### src/rtl/pnf_pkg.sv
package pnf_pkg;

    // Per-pin conditioning state
    typedef enum logic [1:0] {
        ST_PASS   = 2'd0,
        ST_IDLE   = 2'd1,
        ST_SETTLE = 2'd2
    } flt_state_e;

endpackage

### src/rtl/pnf_sync.sv
module pnf_sync #(
    parameter int WIDTH  = 32,
    parameter int STAGES = 2
) (
    input  logic             clk_i,
    input  logic             rst_ni,
    input  logic [WIDTH-1:0] d_i,
    output logic [WIDTH-1:0] q_o
);

    logic [WIDTH-1:0] stg_q [STAGES];

    always_ff @(posedge clk_i or negedge rst_ni) begin
        if (!rst_ni) begin
            for (int i = 0; i < STAGES; i++) stg_q[i] <= '0;
        end else begin
            stg_q[0] <= d_i;
            for (int i = 1; i < STAGES; i++) stg_q[i] <= stg_q[i-1];
        end
    end

    assign q_o = stg_q[STAGES-1];

endmodule

### src/rtl/pnf_filter.sv
module pnf_filter
    import pnf_pkg::*;
#(
    parameter int FILTER_CYCLES = 16
) (
    input  logic clk_i,
    input  logic rst_ni,
    input  logic en_i,
    input  logic sync_i,
    output logic out_o
);

    localparam int CW   = (FILTER_CYCLES > 2) ? $clog2(FILTER_CYCLES) : 1;
    localparam int LAST = FILTER_CYCLES - 1;

    flt_state_e    state_q, state_d;
    logic [CW-1:0] cnt_q, cnt_d;
    logic          out_q, out_d;

    // State register
    always_ff @(posedge clk_i or negedge rst_ni) begin
        if (!rst_ni) begin
            state_q <= ST_PASS;
            cnt_q   <= '0;
            out_q   <= 1'b0;
        end else begin
            state_q <= state_d;
            cnt_q   <= cnt_d;
            out_q   <= out_d;
        end
    end

    // Next state, count and output
    always_comb begin
        state_d = state_q;
        cnt_d   = cnt_q;
        out_d   = out_q;
        unique case (state_q)
            ST_PASS: begin
                out_d = sync_i;
                cnt_d = '0;
                if (en_i) state_d = ST_IDLE;
            end
            ST_IDLE: begin
                if (!en_i) begin
                    state_d = ST_PASS;
                    out_d   = sync_i;
                end else if (sync_i != out_q) begin
                    state_d = ST_SETTLE;
                    cnt_d   = CW'(1);
                end
            end
            ST_SETTLE: begin
                if (!en_i) begin
                    state_d = ST_PASS;
                    out_d   = sync_i;
                    cnt_d   = '0;
                end else if (sync_i == out_q) begin
                    state_d = ST_IDLE;
                    cnt_d   = '0;
                end else if (cnt_q == CW'(LAST)) begin
                    state_d = ST_IDLE;
                    out_d   = sync_i;
                    cnt_d   = '0;
                end else begin
                    cnt_d = cnt_q + CW'(1);
                end
            end
            default: begin
                state_d = ST_PASS;
                cnt_d   = '0;
            end
        endcase
    end

    assign out_o = out_q;


    no_overflow_chk: assert property (@(posedge clk_i) disable iff (!rst_ni)
        cnt_q <= CW'(LAST));


    commit_only_chk: assert property (@(posedge clk_i) disable iff (!rst_ni)
        (!$stable(out_q) && $past(en_i) && $past(state_q) != ST_PASS)
            |-> $past(cnt_q) == CW'(LAST));


    bypass_follow_chk: assert property (@(posedge clk_i) disable iff (!rst_ni)
        $past(!en_i) |-> out_q == $past(sync_i));


    idle_hold_chk: assert property (@(posedge clk_i) disable iff (!rst_ni)
        (en_i && state_q == ST_IDLE && sync_i == out_q) |=> $stable(out_q));

endmodule

### src/rtl/pin_filter_bank.sv
module pin_filter_bank #(
    parameter int NUM_PINS      = 32,
    parameter int FILTER_CYCLES = 16,
    parameter int SYNC_STAGES   = 2
) (
    input  logic                clk_i,
    input  logic                rst_ni,
    input  logic [NUM_PINS-1:0] filt_en_i,
    input  logic [NUM_PINS-1:0] pin_i,
    output logic [NUM_PINS-1:0] pin_o
);

    logic [NUM_PINS-1:0] sync_w;

    pnf_sync #(
        .WIDTH  (NUM_PINS),
        .STAGES (SYNC_STAGES)
    ) u_sync (
        .clk_i  (clk_i),
        .rst_ni (rst_ni),
        .d_i    (pin_i),
        .q_o    (sync_w)
    );

    for (genvar g = 0; g < NUM_PINS; g++) begin : g_pin
        pnf_filter #(
            .FILTER_CYCLES (FILTER_CYCLES)
        ) u_flt (
            .clk_i  (clk_i),
            .rst_ni (rst_ni),
            .en_i   (filt_en_i[g]),
            .sync_i (sync_w[g]),
            .out_o  (pin_o[g])
        );
    end


    reset_low_chk: assert property (@(posedge clk_i)
        !rst_ni |-> pin_o == '0);

endmodule

### config.mk
export PLATFORM = sky130hd
export DESIGN_NAME = pin_filter_bank
export DESIGN_NICKNAME = d
export VERILOG_FILES = /design/src/rtl/pnf_pkg.sv /design/src/rtl/pnf_sync.sv /design/src/rtl/pnf_filter.sv /design/src/rtl/pin_filter_bank.sv
export SDC_FILE = /design/constraint.sdc
export NUM_CORES = 1
export LEC_CHECK = 0
export CAP_MARGIN = 20
export CORE_MARGIN = 8
export CORE_UTILIZATION = 55
export DETAILED_ROUTE_END_ITERATION = 8
export PLACE_DENSITY = 0.8
export SYNTH_ARGS = -nofsm -noshare
export SYNTH_HDL_FRONTEND = slang
export SYNTH_HIERARCHICAL = 1
export SYNTH_SLANG_ARGS = --single-unit
### constraint.sdc
create_clock -name clk_i -period 1.6 [get_ports clk_i]
set_clock_uncertainty 0.1 [all_clocks]
set_input_delay 0.32 -clock clk_i [delete_from_list [all_inputs] [get_ports clk_i]]
set_output_delay 0.32 -clock clk_i [all_outputs]
set_load 0.1 [all_outputs]
# Word level (Yosys, flattened, before mapping)
# Cells that the tools add are included.
[totals]
regBits = 288
output_inout_bits = 32
ram_bits = 0
input_bits = 66
wordCells = 1282
latchBits = 0
mem_count = 0
rom_bits = 0
[classes]
reduce_logical = 160
mux = 576
shifts = 0
div = 0
magnitude_cmp = 0
n_mul = 0
addsub = 32
eq_ne = 416
bitwise_logic = 0
[op_table]
columns = ["op", "count"]
rows = [
  ["4-bit 2-to-1 mux", 160],
  ["2-bit 2-to-1 mux", 192],
  ["4-bit case mux with 2 select lines", 32],
  ["2-bit != test, second input constant", 96],
  ["3-bit by 2-bit != test with 1-bit output, second input constant", 64],
  ["2-bit case mux with 3 select lines", 32],
  ["4-bit by 1-bit adder with 4-bit output, second input constant", 32],
  ["4-bit equality test, second input constant", 32],
  ["1-bit 2-to-1 mux", 128],
  ["4-bit by 2-bit != test with 1-bit output, second input constant", 32],
  ["4-bit AND reduction", 32],
  ["3-bit != test, second input constant", 32],
  ["1-bit case mux with 3 select lines", 32],
  ["3-bit AND reduction", 32],
  ["3-bit nonzero test", 32],
  ["2-bit by 1-bit equality test with 1-bit output, second input constant", 32],
  ["2-bit equality test, second input constant", 32],
  ["2-bit logical NOT", 32],
  ["2-bit by 1-bit != test with 1-bit output, second input constant", 32],
  ["2-bit AND reduction", 32],
  ["1-bit equality test", 32],
  ["1-bit != test", 32],
]

# Longest topological paths before layout
# Gate-level depths: netlist (run 1).
[logic_depth]
depth_word = 5
mapped_depth = 7
mapped_depth_nobuf = 6

# Cells and area by module
# Netlist (run 1), hierarchy kept.
[by_module_without_submodules]
columns = ["module", "seq_area_each_um2", "n_inst", "cells_each", "area_per_inst_um2"]
rows = [
  ["pnf_filter at g_pin[15].u_flt ...", 175.2, 24, 51, 484.2],
  ["pnf_filter at g_pin[0].u_flt ...", 175.2, 6, 45, 460.4],
  ["pnf_sync", 1601.5, 1, 96, 1841.8],
  ["pnf_filter at g_pin[3].u_flt", 175.2, 1, 51, 515.5],
  ["pnf_filter at g_pin[25].u_flt", 175.2, 1, 49, 485.5],
]

# Worst setup path before layout (run 1)
# OpenSTA, ideal clock, no wires.
[synth_timing]
kind = "register -> register"
from = "register g_pin[0].u_flt.out_q"
to = "register g_pin[0].u_flt.state_q[0]"
period_less_slack_ns = 2.153
t_arrival_ns = 1.929
stages_incl_launch_ff = 5
setup_time_ns = 0.125
slack_ns = -0.553
required_ns = 1.375
n_path_buf = 0
path_cell_list = "dfrtp_1 -> xor2_2 -> and2b_2 -> a21oi_1 -> mux2_2"
[synth_via]
elab_chain_cells = 4
[synth_lines]
columns = ["element", "line_no", "text"]
rows = [
  ["start: declaration", "pnf_filter.sv:18", "logic out_q, out_d;"],
  ["start signal: assignment", "pnf_filter.sv:29", "out_q <= out_d;"],
  ["1-bit equality test", "pnf_filter.sv:58", "end else if (sync_i == out_q) begin"],
  ["2-bit 2-to-1 mux", "pnf_filter.sv:58", ""],
  ["2-bit 2-to-1 mux", "pnf_filter.sv:54", "if (!en_i) begin"],
  ["2-bit case mux with 3 select lines", "pnf_filter.sv:38", "unique case (state_q)"],
  ["end signal: assignment", "pnf_filter.sv:27", "state_q <= state_d;"],
  ["end: declaration", "pnf_filter.sv:16", "flt_state_e state_q, state_d;"],
]
# Several ways; a longest one is shown, not always the timed one.
# A chain may end at the register's enable or synchronous reset.

# Worst setup path in the final report (run 1)
[layout_timing]
from = "register g_pin[22].u_flt.out_q"
to = "register g_pin[22].u_flt.cnt_q[3]"
[layout_via]
elab_chain_cells = 4
[layout_lines]
columns = ["element", "line_no", "text"]
rows = [
  ["start: declaration", "pnf_filter.sv:18", ""],
  ["start signal: assignment", "pnf_filter.sv:29", ""],
  ["1-bit equality test", "pnf_filter.sv:58", ""],
  ["4-bit 2-to-1 mux", "pnf_filter.sv:58", ""],
  ["4-bit 2-to-1 mux", "pnf_filter.sv:54", ""],
  ["4-bit case mux with 2 select lines", "pnf_filter.sv:38", ""],
  ["end signal: assignment", "pnf_filter.sv:28", "cnt_q <= cnt_d;"],
  ["end: declaration", "pnf_filter.sv:17", "logic [CW-1:0] cnt_q, cnt_d;"],
]
# Several ways; a longest one is shown, not always the timed one.

==> out/results.tsv, run 1 <==
metric	value	unit
cp_max_fo	4	
core_area	31200	um2
antennaDiodeCount	0	
ff2ff_path_depth	5	
final_cell_area	26000	um2
fillers	1324	
synth-adder-area-share	0.117	
p_leak	11.9	nW
layout-drive-gt1-share	0.481	
h-tree-depth	2	
area_growth	51.2	%
period_share	1.17	
synth-compound-area-share	0.155	
vdd_drop_max	1.66	mV
syn_inst	1690	
layout_common_cells	buf_4 (347), dfrtp_1 (244), nand3_1 (143)	
fp.dieW	193	um
nNetsFinal	2404	
vias	16741	
muxShareOfSynthArea	0.0296	
hold_path.class	in2reg	
hold_depth	1	
cts.clk_slew.worst_paths	0.06	ns
worst_setup_path_start_kind	register	
synth_top_family_by_area	simple AND/OR/NAND/NOR gates	
yosysSeqAreaShare	0.418	
r2r_start	g_pin[22].u_flt/out_o	
setup_viol	147	
min_to	u_sync/stg_q[51]	
dpl_cell_area	21100	um2
port_buffers	97	
maxCapViolations	0	
slew_headroom	0.688	
cp-startpoint	g_pin[22].u_flt/out_o	
antenna_found_initial	0	
violations	setup timing	
die_y	193	um
dieArea	37200	um2
grt_first_pass_wirelength	74400	um
cts_tree	yes	
cts_root_buf	clkbuf_16	
synth_area	17200	um2
avgSynthCellArea	10.2	um2
ios	98	
drt-wirelength-per-cell	23.3	um
grt_pass1_vias	15833	
final.setup.worst_slack	-0.272	ns
rows	65	
fmax	0.534	GHz
status	finished with violations	
dr.pass1.iters	6	
hold_viol_final	0	
worstHoldStart	pin_i[19]	
synth_cell_types	52	
ant_nets	0	
min_period	1.87	ns
globalplace.congestion	0.847	
slew_viol_final	0	
synth_xor_area_frac	0.0312	
pre_cts_ws	-0.271	ns
worstSkewPairLatency	0.51	ns
gr-total-overflow	0	
rsz0062_at_grt	yes	
crit_required	1.95	ns
initial_core_util	0.552	
critical_path_class	reg2reg	
worstPathArrival	2.22	ns
worstMarginPinSlew	0.462	ns
dp_hpwl	27400	um
wl	60800	um
grt_max_degree	56	
power.density	1780	nW/um2
cts.sink_count	288	
detail_route.iter0.violations	1400	
yosys.area_share.simple	0.198	
synth-seq-cells	288	
numCtsBuffers	34	
cts_max_path_buffers	3	
drt-vias-per-instance	6.43	
end_kind	register	
grt.total_usage	0.237	
power.total	46.2	mW
r2r-end	g_pin[22].u_flt/cnt_q[3]	
ys_warn_count	6	
drc	0	
r2r_setup_slack	-0.27	ns
mostFrequentLayoutCell	buf_4	
synth_nets	1917	
-- timing repair --
item / CTS / global route
resized for setup: 163 / 386
setup buffers: 71 / 65
hold buffers: 1 / 0
endpoints found under the hold margin: 288 / 0
pin swaps: 45 / 122
setup endpoints to repair: 96 / 216
-- cells by family after synthesis --
logic type                 Yosys count
muxes                               45
and+or+nand+nor                    597
DFF                                288
xor gates and xnor gates            34
AOI/OAI and AO/OA                  363
adders and majority gates          161
buffers and inverters              202
-- final cells by class --
cell class / count / area, um2 / area share
multi-input cells: 1200 / 11900 / 0.456
flip-flops and latches: 288 / 7340 / 0.282
repair buffers: 507 / 4670 / 0.179
clock buffers: 50 / 1020 / 0.0393
inverters: 146 / 556 / 0.0213
well taps: 402 / 503 / 0.0193
clock inverters: 11 / 86.3 / 0.00331
-- synthesized netlist by cell type, drive strengths merged --
cell	count	share of area
or3	30	0.011
o22ai	7	0.0025
inv	146	0.032
dfrtp	288	0.42
xor2	32	0.030
a21bo	6	0.0035
or2	24	0.0087
and2	1	0.00051
o21ai	61	0.018
ha	161	0.12
a211o	24	0.012
xnor2	2	0.0010
a31oi	15	0.0058
a22o	1	0.00051
and2b	6	0.0031
nor4b	6	0.0031
a21o	38	0.017
a311oi	1	0.00087
nand3	165	0.049
a21oi	67	0.019
nor2b	1	0.00036
a32o	7	0.0041
o311ai	1	0.00094
a211oi	1	0.00044
nor3b	56	0.024
nand2b	2	0.00073
nand4	57	0.021
clkbuf	24	0.0052
or4	24	0.010
o2bb2ai	54	0.027
and3	36	0.015
nor2	34	0.0074
nor3	25	0.0073
nand2	106	0.027
mux2	45	0.030
o41ai	1	0.00051
a21boi	2	0.0011
nand3b	24	0.010
buf	32	0.014
o31ai	1	0.00073
o21bai	25	0.011
o221ai	26	0.013
a311o	24	0.016
a22oi	1	0.00044
-- metrics by stage --
stage | utilization | instances | setup TNS [ns] | hold slack, ns
final | 0.834 | 2604 | -9.73 | 0.145
after floorplan | - | 1690 | -4.03 | -0.0756
after detailed placement | 0.676 | 2412 | -26.32 | 0.0961
after global placement | 0.676 | 2412 | -19.50 | 0.0916
after CTS | 0.759 | 2545 | -3.64 | 0.124
after global routing | 0.834 | 2604 | -16.04 | 0.137
-- report_power, final --
| part | switching [mW] | total (mW) | internal (mW) |
|---|---|---|---|
| clock | 3.20 | 7.80 | 4.60 |
| combinational | 14.8 | 27.7 | 12.9 |
| sequential | 1.79 | 10.7 | 8.94 |
-- state kept, by name, indices dropped and copies added, names as in the netlist --
name	flops
g_pin.u_flt/cnt_q	128
g_pin.u_flt/out_o	32
g_pin.u_flt/state_q	64
u_sync/q_o	32
u_sync/stg_q	32
-- critical path, cell delays in order, from the launching register on --
cell     delay [ns]
dfrtp_4        0.49
buf_6          0.14
xor2_4         0.20
nand4_1        0.36
a21oi_1        0.35
a211o_1        0.17
-- how the worst max path moves through the flow --
stage	to	slack, ns	cells after the start
6_report	g_pin[22].u_flt/cnt_q[3]	-0.27	5
5_1_grt	g_pin[22].u_flt/cnt_q[3]	-0.25	5
4_1_cts	pin_o[8]	-0.14	2
3_5_place_dp	g_pin[14].u_flt/state_q[1]	-0.27	5
3_3_place_gp	g_pin[11].u_flt/state_q[1]	-0.23	5
2_1_floorplan	g_pin[0].u_flt/state_q[0]	-0.15	4
-- metal layers --
layer	vias to the layer above	track usage	wire (um)
met4	0	0.0751	3490
met1	8279	0.269	21800
met3	313	0.0345	3940
met5	-	0	0
li1	7163	-	-
met2	986	0.453	31600
Power figures use the tool's default switching activity.
==> inputs of run 2 (changes only) <==
- CORE_ASPECT_RATIO: not set -> 1.25
- SKIP_LAST_GASP: not set -> 1
==> out/results.tsv, run 2 (synthesis results as in run 1) <==
metric	value	unit	change
status	finished with violations		
violations	setup timing		
rsz0062_at_grt	yes		
maxCapViolations	0		unchanged
fp.dieW	174	um	-9.7%
core_area	30900	um2	-1.1%
grt_first_pass_wirelength	73500	um	-1.2%
globalplace.congestion	0.877		+3.5%
power.total	45.5	mW	-1.6%
gr-total-overflow	0		unchanged
pre_cts_ws	-0.289	ns	-0.0179 ns
regMostFlops	g_pin.u_flt/cnt_q		
port_buffers	97		unchanged
postLayoutCoreUtil	0.833		-0.00109
h-tree-depth	2		unchanged
final.setup.worst_slack	-0.271	ns	+0.000574 ns
layout-drive-gt1-share	0.469		-0.0121
cts.sink_count	288		unchanged
power.density	1770	nW/um2	-0.42%
drt-vias-per-instance	6.25		-2.8%
hold_viol_final	0		unchanged
r2r_start	g_pin[11].u_flt/out_o		
grt_max_degree	82		+46%
hold_slack	0.0906	ns	-0.0542 ns
drt-wirelength-per-cell	21.4	um	-8.5%
cp_max_fo	4		unchanged
p_leak	11.7	nW	-1.2%
die_y	214	um	+11%
initial_core_util	0.557		+0.00590
vias	16156		-3.5%
detail_route.iter0.violations	1255		-10%
dr.pass1.iters	5		-1
reg_top3	g_pin.u_flt/cnt_q (128), g_pin.u_flt/state_q (64)		
cts.clk_slew.worst_paths	0.06	ns	about the same
fin_cells	2585		-0.73%
final_cell_area	25700	um2	-1.2%
worst_setup_path_start_kind	register		
grt.total_usage	0.230		-0.00708
r2r-end	g_pin[11].u_flt/cnt_q[0]		
setup_viol	131		-11%
rows	72		+11%
worstMarginPinSlew	0.492	ns	+0.0308 ns
period_share	1.17		about the same
cts_tree	yes		
layout_common_cells	buf_4 (314), dfrtp_1 (245), nand3_1 (144)		
nNetsFinal	2378		-1.1%
grt_pass1_vias	15993		+1.0%
mostFrequentLayoutCell	buf_4		
cp-startpoint	g_pin[11].u_flt/out_o		
critical_path_class	reg2reg		
placedCellCount	2409		-0.12%
cts_max_path_buffers	3		unchanged
dieArea	37300	um2	about the same
wl	55200	um	-9.2%
r2r_setup_slack	-0.27	ns	about the same
worstPathArrival	2.24	ns	+0.02 ns
min_period	1.87	ns	-0.000574 ns
end_kind	register		
slew_viol_final	0		unchanged
worstSkewPairLatency	0.53	ns	+0.02 ns
ant_nets	0		unchanged
vdd_drop_max	1.38	mV	-17%
antennaDiodeCount	0		unchanged
slew_headroom	0.667		-0.0208
tns	-9.61	ns	+0.118 ns
numCtsBuffers	35		+2.9%
drc	0		unchanged
dp_hpwl	28000	um	+2.2%
fillers	1442		+8.9%
cts_root_buf	clkbuf_16		
ios	98		unchanged
crit_required	1.97	ns	+0.02 ns
antenna_found_initial	0		unchanged
fmax	0.534	GHz	about the same
hold_path.class	in2async		
area_growth	49.4	%	
largest_register_ffs	128		unchanged
dpl_cell_area	21000	um2	-0.31%
ff2ff_path_depth	7		+2
==> run 2: cell count changes in the layout (fill, tap and decap cells not counted), moves of 5 or more <==
| cell | previous run | this run |
|---|---|---|
| a21oi_1 | 48 | 53 |
| o21ai_1 | 16 | 21 |
| a21oi_2 | 12 | 7 |
| buf_6 | 55 | 63 |
| nand2_2 | 22 | 27 |
| o2bb2ai_1 | 34 | 26 |
| buf_4 | 347 | 314 |
| ha_4 | 73 | 66 |
| clkbuf_1 | 6 | 12 |
| o2bb2ai_2 | 19 | 28 |
| ha_2 | 29 | 34 |
==> run 2: repair_timing <==
item | 4_1_cts | 5_1_grt
setup buffers | 71 | 49
endpoints found under the setup margin | 112 | 222
gates cloned | 0 | 0
pin swaps | 45 | 126
hold buffers | 1 | 0
resized for setup | 150 | 385
hold endpoints to repair | 288 | 0
==> run 2: metal layers <==
| metal | share of wire | track usage | routed length, um | vias up |
|---|---|---|---|---|
| met2 | 0.54 | 0.452 | 29800 | 711 |
| li1 | - | - | - | 7112 |
| met4 | 0.060 | 0.0918 | 3300 | 0 |
| met1 | 0.35 | 0.240 | 19500 | 8036 |
| met3 | 0.047 | 0.0386 | 2590 | 297 |
| met5 | 0 | 0 | 0 | - |
==> run 2: cell type report <==
class	instances	area (um2)	area share
multi-input cells	1200	11700	0.456
well taps	407	509	0.0198
inverters	146	548	0.0213
repair buffers	480	4470	0.174
flip-flops and latches	288	7340	0.285
clock inverters	11	123	0.00476
clock buffers	53	1000	0.0390
==> run 2: worst max path at each step <==
stage          depth (start not counted)  slack (ns)                         end
2_1_floorplan                          4       -0.15   g_pin[0].u_flt/state_q[0]
3_3_place_gp                           4       -0.22    g_pin[23].u_flt/cnt_q[0]
3_5_place_dp                           5       -0.29  g_pin[12].u_flt/state_q[0]
4_1_cts                                2       -0.15                   pin_o[12]
5_1_grt                                7       -0.31    g_pin[11].u_flt/cnt_q[0]
6_report                               7       -0.27    g_pin[11].u_flt/cnt_q[0]
==> run 2: worst max-delay path: stages, from the launching register on <==
cell and delay [ns]:
dfrtp_4 0.49, buf_6 0.14, xor2_4 0.18, buf_6 0.12, buf_6 0.10, nand3_2 0.09
nor4b_1 0.45, a21o_1 0.15
==> run 2: where the power goes <==
part | switching [mW] | total, mW | internal [mW]
registers | 1.66 | 10.6 | 8.93
logic | 14.3 | 26.9 | 12.7
clock network | 3.28 | 7.97 | 4.69
==> inputs of run 3 (changes only) <==
- CORE_UTILIZATION: 55 -> 61
- PLACE_DENSITY: 0.8 -> 0.84
- clock period: 1.6 -> 2.1 ns (I/O delays scaled with it)
==> out/results.tsv, run 3 (synthesis results as in run 1) <==
metric	value	unit	change
hold_slack	0.205	ns	+0.114 ns
ios	98		unchanged
detail_route.iter0.violations	736		-41%
area_growth	14.4	%	
cts_tree	yes		
setup_viol	0		-100%
largest_register_ffs	128		unchanged
placedCellCount	2099		-13%
fin_cells	2151		-17%
layout-drive-gt1-share	0.161		-0.308
r2r_setup_slack	0.16	ns	+0.43 ns
status	completed		
maxCapViolations	0		unchanged
nNetsFinal	2003		-16%
critPathSlowestCell	dfrtp_1		
grt_first_pass_wirelength	56800	um	-23%
postLayoutCoreUtil	0.700		-0.133
cts_root_buf	clkbuf_16		
layout_common_cells	dfrtp_1 (282), nand3_1 (164), ha_1 (161)		
r2r-end	g_pin[10].u_flt/state_q[0]		
drc	0		unchanged
worstMarginPinSlew	0.398	ns	-0.0944 ns
fp.dieW	166	um	-4.6%
ant_nets	0		unchanged
crit_buf_inv	1		-2
fillers	2053		+42%
slew_viol_final	0		unchanged
die_y	204	um	-4.7%
grt.total_usage	0.191		-0.0393
worstSkewPairLatency	0.55	ns	+0.02 ns
h-tree-depth	1		-1
regMostFlops	g_pin.u_flt/cnt_q		
worstPathArrival	2.27	ns	+0.03 ns
antennaDiodeCount	0		unchanged
cts.clk_slew.worst_paths	0.06	ns	about the same
drt-vias-per-instance	6.00		-4.0%
period_share	0.926		-0.244
hold_depth	1		
tns	0	ns	+9.61 ns
crit_required	2.43	ns	+0.46 ns
reg_top3	g_pin.u_flt/cnt_q (128), g_pin.u_flt/state_q (64)		
crit_cells	6		-1
mostFrequentLayoutCell	dfrtp_1		
port_buffers	97		unchanged
dieArea	33900	um2	-9.0%
rows	69		-4.2%
dr.pass1.iters	7		+2
min_period	1.94	ns	+0.0732 ns
slew_headroom	0.733		+0.0657
rsz0062_at_grt	no		
cts.repair.resized	0		-100%
cp_top_family	flip-flops		
p_leak	9.37	nW	-20%
r2r_start	g_pin[10].u_flt/state_q[0]		
grt_max_degree	57		-30%
vias	12900		-20%
hold_path.class	in2reg		
globalplace.congestion	0.881		+0.54%
cp-startpoint	g_pin[10].u_flt/state_q[0]		
cts.sink_count	288		unchanged
core_area	28100	um2	-8.9%
gr-total-overflow	0		unchanged
cp_cell_sequence	inv_1, ha_1, nand2_1, and2b_2, a21oi_1, mux2_2		
hold_viol_final	0		unchanged
fmax	0.514	GHz	-3.8%
grt_pass1_vias	13081		-18%
power.total	24.4	mW	-46%
ff2ff_path_depth	6		-1
vdd_drop_max	0.862	mV	-38%
numCtsBuffers	29		-17%
endpoint	g_pin[10].u_flt/state_q[0]		
drt-wirelength-per-cell	15.2	um	-29%
cp_max_fo	4		unchanged
critical_path_class	reg2reg		
dp_hpwl	23600	um	-16%
cts_max_path_buffers	3		unchanged
initial_core_util	0.612		+0.0546
cpPeakStageDelay	0.41	ns	-0.08 ns
worst_setup_path_start_kind	register		
power.density	1240	nW/um2	-30%
antenna_found_initial	1		+1
wl	32700	um	-41%
end_kind	register		
## run 3: cell types whose count changed in the layout (fill, tap and decap cells not counted), sizes merged
cell / delta
buf: -369
clkinv: +1
bufinv: +1
clkbuf: -11
inv: -4
## run 3: stage by stage
step           area (um2)  worst slack, ns
2_1_floorplan       17200           0.0537
3_3_place_gp        18700            0.118
3_5_place_dp        18700           0.0630
4_1_cts             19700            0.119
5_1_grt             19700           0.0402
6_report            19700            0.155
## run 3: worst min-delay path by stage
| stage | startpoint | end | slack, ns |
|---|---|---|---|
| final | pin_i[9] | u_sync/stg_q[41] | 0.20 |
| after CTS | pin_i[15] | u_sync/stg_q[47] | 0.17 |
| after detailed placement | rst_ni | g_pin[21].u_flt/state_q[1] | 0.23 |
| after global placement | rst_ni | g_pin[21].u_flt/state_q[1] | 0.23 |
| after floorplan | rst_ni | g_pin[0].u_flt/cnt_q[0] | 0.02 |
| after global routing | pin_i[9] | u_sync/stg_q[41] | 0.19 |
## run 3: what timing repair did
action,CTS,global route
hold endpoints to repair,49,0
hold buffers,1,0
setup buffers,0,0
## run 3: final cells by class
type | count | area [um2] | share of cell area
inverters | 146 | 548 | 0.0278
clock buffers | 42 | 855 | 0.0434
clock inverters | 9 | 120 | 0.00610
repair buffers | 111 | 1380 | 0.0700
multi-input cells | 1200 | 9140 | 0.464
well taps | 355 | 444 | 0.0225
flip-flops and latches | 288 | 7210 | 0.366
## run 3: routing by layer
layer	vias up	global-route usage	part of all wire
li1	6313	-	-
met1	6239	0.206	0.40
met2	272	0.372	0.53
met3	76	0.0303	0.039
met4	0	0.0690	0.025
met5	-	0	0
## run 3: power by group
| group | leakage, nW | switching [mW] | internal (mW) | total, mW |
|---|---|---|---|---|
| clock | 0.487 | 2.09 | 3.16 | 5.25 |
| sequential | 3.72 | 1.35 | 6.63 | 7.99 |
| combinational | 5.16 | 6.82 | 4.37 | 11.2 |
| total | 9.37 | 10.3 | 14.2 | 24.4 |
